**src/rtl/xpar_bist.sv**
```systemverilog
module xpar_bist #(
  parameter int LONG_MODE = 0,
  parameter int GROUPS    = 2,
  localparam int CW   = (LONG_MODE != 0) ? 3 : 2,
  localparam int GW   = 2 * CW + 2,
  localparam int NW   = GROUPS * GW,
  localparam int SELW = $clog2(NW),
  localparam int NV   = 1 << CW
) (
  input  logic              clk,
  input  logic              rst,
  input  logic              start,
  input  logic [2:0]        fault_mode,
  input  logic [SELW-1:0]   fault_sel,
  output logic              busy,
  output logic              done,
  output logic [GROUPS-1:0] fail_up,
  output logic [GROUPS-1:0] fail_dn,
  output logic [NW-1:0]     tx_bus,
  output logic [NW-1:0]     rx_bus
);
  localparam bit UP_ODD = (LONG_MODE == 0);

  logic [CW-1:0]     cnt;
  logic              vld_q;
  logic [NW-1:0]     rx_d;
  logic [GROUPS-1:0] up_bad, dn_bad;

  for (genvar g = 0; g < GROUPS; g++) begin : g_grp
    assign tx_bus[g*GW +: CW]        = cnt;
    assign tx_bus[g*GW + CW]         = (^cnt) ^ UP_ODD;
    assign tx_bus[g*GW + CW + 1 +: CW] = ~cnt;
    assign tx_bus[g*GW + 2*CW + 1]   = ^(~cnt);
    assign up_bad[g] = (^rx_bus[g*GW +: CW+1]) ^ UP_ODD;
    assign dn_bad[g] = ^rx_bus[g*GW + CW + 1 +: CW+1];
  end

  for (genvar i = 0; i < NW; i++) begin : g_wire
    logic own, pr_hi, pr_lo, partner, bridged;
    assign own = (fault_sel == SELW'(i));
    if (i < NW - 1) begin : g_hi
      assign pr_hi = (fault_sel == SELW'(i));
    end else begin : g_nohi
      assign pr_hi = 1'b0;
    end
    if (i > 0) begin : g_lo
      assign pr_lo = (fault_sel == SELW'(i - 1));
    end else begin : g_nolo
      assign pr_lo = 1'b0;
    end
    if (i == 0) begin : g_p0
      assign partner = tx_bus[i+1];
    end else if (i == NW - 1) begin : g_pn
      assign partner = tx_bus[i-1];
    end else begin : g_pm
      assign partner = pr_hi ? tx_bus[i+1] : tx_bus[i-1];
    end
    assign bridged = pr_hi | pr_lo;
    assign rx_d[i] = (fault_mode == 3'd1 && own)     ? 1'b0 :
                     (fault_mode == 3'd2 && own)     ? 1'b1 :
                     (fault_mode == 3'd3 && bridged) ? (tx_bus[i] & partner) :
                     (fault_mode == 3'd4 && bridged) ? (tx_bus[i] | partner) :
                                                       tx_bus[i];
  end

  always_ff @(posedge clk) begin
    if (rst) begin
      cnt     <= '0;
      busy    <= 1'b0;
      done    <= 1'b0;
      vld_q   <= 1'b0;
      rx_bus  <= '0;
      fail_up <= '0;
      fail_dn <= '0;
    end else begin
      rx_bus <= rx_d;
      vld_q  <= busy & ~start;
      if (start) begin
        cnt     <= '0;
        busy    <= 1'b1;
        done    <= 1'b0;
        fail_up <= '0;
        fail_dn <= '0;
      end else begin
        if (busy) begin
          cnt <= cnt + 1'b1;
          if (&cnt) busy <= 1'b0;
        end
        if (vld_q) begin
          fail_up <= fail_up | up_bad;
          fail_dn <= fail_dn | dn_bad;
          if (!busy) done <= 1'b1;
        end
      end
    end
  end
endmodule

```
**config.mk**
```make
export PLATFORM = sky130hd
export DESIGN_NAME = xpar_bist
export DESIGN_NICKNAME = d
export VERILOG_FILES = /design/src/rtl/xpar_bist.sv
export SDC_FILE = /design/constraint.sdc
export NUM_CORES = 1
export LEC_CHECK = 0
export ABC_CLOCK_PERIOD_IN_PS = 2400
export BUFFER_PORTS_ARGS = -buffer_cell sky130_fd_sc_hd__buf_2
export CELL_PAD_IN_SITES_DETAIL_PLACEMENT = 0
export CELL_PAD_IN_SITES_GLOBAL_PLACEMENT = 1
export CORE_ASPECT_RATIO = 1.4
export CORE_MARGIN = 10
export CORE_UTILIZATION = 37
export DETAILED_ROUTE_END_ITERATION = 12
export PLACE_DENSITY_LB_ADDON = 0.1
export SYNTH_ARGS = -nofsm -noshare
export SYNTH_HDL_FRONTEND = slang
export SYNTH_SLANG_ARGS = --single-unit
export TNS_END_PERCENT = 10
```
**constraint.sdc**
```tcl
create_clock -name clk -period 2.4 [get_ports clk]
set_input_delay 0.12 -clock clk [delete_from_list [all_inputs] [get_ports clk]]
set_output_delay 0.12 -clock clk [all_outputs]
set_load 0.05 [all_outputs]
```
==> summary by stage <==
Status
The flow ran to the end, and the final reports show no timing, DRC or antenna violations.

Setup path
The maximum net fanout on the critical path is 16. The data arrival time of the critical path is 2.06 ns. The count of buffering cells on the critical path with inverters included is 1. In this design, the stage delay of the slowest critical-path cell is 0.48 ns.

The kind of launch point of the worst setup path is a register. The setup path with the least slack is of type register to register. The worst setup path is captured at a register. The critical path goes through clkinvlp_4 -> ha_4 -> nor2_1 -> a2111oi_2 -> o21ai_1 -> a221oi_2. The slowest cell on the critical path is dfxtp_4. The data required time of the critical path is about 2.6 ns. Among cell families on the critical path, the largest total delay comes from compound AO/OA/AOI/OAI gates.

STA
The count of pins over their slew limit came to 0. The worst max-slew margin expressed relative to the limit is 58.4%. The worst path needs approximately 1.9 ns of the cycle, external delays included. The total of endpoints with negative setup slack in the final report is 0.

The post-route clock period utilization is about four fifths. Setup repair after global routing left no endpoint under its margin. For this run, the top clock speed supported by timing is approximately 0.53 GHz. The total count of hold-check failures in the final report is 0. The clock arrives with 0.00130 ns of skew. At the pin with the least slew margin, the transition time is 0.622 ns.

Detailed routing
Dividing the detail-routed via count by the number of cells gives slightly below 6. The detail route stage leaves a number of antenna-violating nets equal to 0. The first-pass detailed-route iteration total is 4.

For this block, the routed nets add up to 4680 um of wire. The final route contains between 1500 and 2000 vias. After detailed routing, the average wire length per cell comes to between 15 and 20 um. In this run, the number of DRC markers left after iteration 0 of detailed routing was 64.

The number of remaining DRC errors is 0.

Yosys
The adder-cell share of the synthesized area is between 5 and 6%. The leading area contributor after synthesis is dfxtp_1. Of the synthesized area, sequential elements account for between 20 and 30%.

The share of cell area taken by muxes after synthesis is under 10%. Sorting the synthesized cells by area gives the leading types as dfxtp_1, a21oi_1, nor2_1. For this run, the leading register cell type out of synthesis is dfxtp_1. Summed over its instances, the top area cell type makes up about 28% of the synthesized netlist area.

Summing the areas of all compound-gate instances in the mapped netlist gives 27.6% of the synthesized area. After synthesis the cells add up to around 1500 um2. The number of nets produced by synthesis is a little over 200. Each instance of the synthesized netlist takes up on average around 7.8 um2. The synthesized netlist devotes 22.7% of its cell area to simple gates.

After synthesis, the largest family of logic cells by area is compound AO/OA/AOI/OAI gates. After synthesis, the share of flip-flops with an asynchronous set or reset is 0%. The Yosys step of the flow raised 0 warnings.

Counting distinct cell types in the post-synthesis netlist gives 45. Yosys mapped a number of flops with a built-in enable equal to 0. The number of flip-flops and latches in the synthesized netlist is 21.

Of the total synthesized cell area, the portion taken by XOR and XNOR cells is between 5 and 6%. The cell count after synthesis is 190.

CTS
The number of sinks on the clock net is 21. The number of H-tree levels is 1. Hold repair after CTS inserted 0 buffers. The cell sitting at the root of the clock tree is a clkbuf_8. At the later pin of the worst-skew pair, clock insertion delay measures 0.25 ns. In this run the post-CTS setup repair buffer count came out at 0. The post-cts resize count is 0.

The CTS buffer count is 3. The number of buffers between clock root and the deepest sink is 2. Clock-pin slew was measured on the worst setup and hold paths at approximately 0.07 ns.

The clock tree from TritonCTS is built.

Job
Max-cap violations in this run came to 0.

Final layout
The fraction of final layout cells with drive strength greater than 1 is approximately 28%. Relative to the synthesized area, the layout overhead comes to 16.0%. Leaving out fill and tap cells, the most frequent cell in the layout is buf_2. The number of nets at the end of the flow is between 200 and 250. Counting the fill cells in the layout gives approximately 420.

The area occupied by registers is 428 um2. With fillers left out, the area of the finished cells amounts to roughly 1700 um2. The number of antenna diodes is 0.

In the final layout, the multi-input gates occupy around 960 um2. In the layout the commonest cells are buf_2, nor2_1, a21oi_1.

Global routing
The total congestion overflow after global routing is 0. The first global-routing pass estimated approximately 7600 um of wire. The overall global routing resource usage is between 10% and 20%. The initial antenna violation count is 0. The number of global-route vias before repair is 1530. The maximum number of pins on one net before global-route repair is 23.

Placed design
After detailed placement, the total cell area comes to between 1500 and 2000 um2. The HPWL after detailed placement is ~3700 um. The number of I/O port buffers is 39. The global placer's final weighted congestion is roughly 0.89.

Power and ir drop
Overall power consumption after layout is estimated at 852 uW. The leakage power figure is slightly below 0.0007 uW. IR analysis of the VDD net gives a maximum drop of around 0.00031 V. Dividing total power by cell area gives a power density of 492 nW/um2.

Die
The die width is 73.7 um. The die covers between 7000 and 8000 um2. The area inside the core boundary is 3920 um2. The floorplan has 27 rows. The initial utilization of the core area, before any placement, comes to 38.1%. The floorplan step set the die height to approximately 95 um. The count of boundary I/O pins is 40.

Min path
The path class of the tightest hold or removal check is input port to register.
report_power, final:
part,internal [uW],switching [uW]
clock network,118,96.3
registers,362,16.5
logic,77.1,182
cell usage after synthesis (2+ instances only):
| cell type | n |
|---|---|
| nor2_1 | 22 |
| a21oi_1 | 21 |
| dfxtp_1 | 21 |
| o21ai_0 | 14 |
| clkbuf_1 | 8 |
| nand2_1 | 8 |
| xnor2_1 | 8 |
| inv_1 | 7 |
| buf_4 | 6 |
| ha_1 | 6 |
| nor3_1 | 6 |
| nand2b_1 | 5 |
| a31oi_1 | 4 |
| nand3_1 | 4 |
| nor2b_1 | 4 |
| o31ai_1 | 4 |
| a211oi_1 | 3 |
| buf_2 | 3 |
| mux2i_1 | 3 |
| o21ai_1 | 3 |
| a311oi_1 | 2 |
| nor3b_2 | 2 |
| o221ai_1 | 2 |
| or2_2 | 2 |
| xor2_1 | 2 |
logic make-up (layout without fill, tap and decap cells):
family | after synthesis | after routing
AND/OR/NAND/NOR | 61 | 61
XOR/XNOR | 10 | 10
buffers and inverters | 25 | 52
adder cells (fa/ha/maj) | 6 | 6
AO/OA/AOI/OAI | 64 | 64
multiplexers | 3 | 3
flip-flops | 21 | 21
registers in the layout, indices dropped and copies added (netlist names):
register	cells
vld_q	1
fail_dn	2
busy	1
fail_up	2
cnt	2
rx_bus	12
done	1
tightest hold or removal path, delay by kind of cell:
| kind | cells | cell delay, ns |
|---|---|---|
| AO/OA/AOI/OAI | 1 | 0.03 |
| AND/OR/NAND/NOR | 1 | 0.07 |
| buffers and inverters | 1 | 0.08 |
area by class of cell:
class | instances | area share [%]
flip-flops and latches | 21 | 24.7
repair buffers | 41 | 12.1
clock buffers | 4 | 2.60
multi-input cells | 144 | 55.2
inverters | 7 | 2.17
well taps | 43 | 3.11
stage by stage:
stage | utilization [%] | std cells | setup WS (ns) | hold WS, ns | setup TNS, ns
2_1_floorplan | - | 190 | -0.0396 | 0.199 | -0.0904
3_3_place_gp | 43.0 | 256 | 0.569 | 0.336 | 0
3_5_place_dp | 43.0 | 256 | 0.513 | 0.351 | 0
4_1_cts | 44.2 | 260 | 0.502 | 0.0877 | 0
5_1_grt | 44.2 | 260 | 0.359 | 0.105 | 0
6_report | 44.2 | 260 | 0.505 | 0.0940 | 0
final timing paths:
check                           startpoint    endpoint  slack (ns)  cells past startpoint
worst max-delay path                cnt[0]   rx_bus[4]        0.51                      6
worst min-delay path                 start        busy        0.09                      3
worst max register to register      cnt[0]   rx_bus[4]        0.51                      6
worst min register to register  fail_dn[0]  fail_dn[0]        0.46                      2
routing by layer:
metal | GRT usage, % | up-vias | share of wire (%)
met5 | 0 | - | 0
met4 | 7.17 | 0 | 1.4
met3 | 2.29 | 6 | 7.6
met2 | 23.1 | 68 | 52
met1 | 14.7 | 692 | 39
li1 | - | 740 | -
No activity file was read; power rests on OpenSTA's default activity.
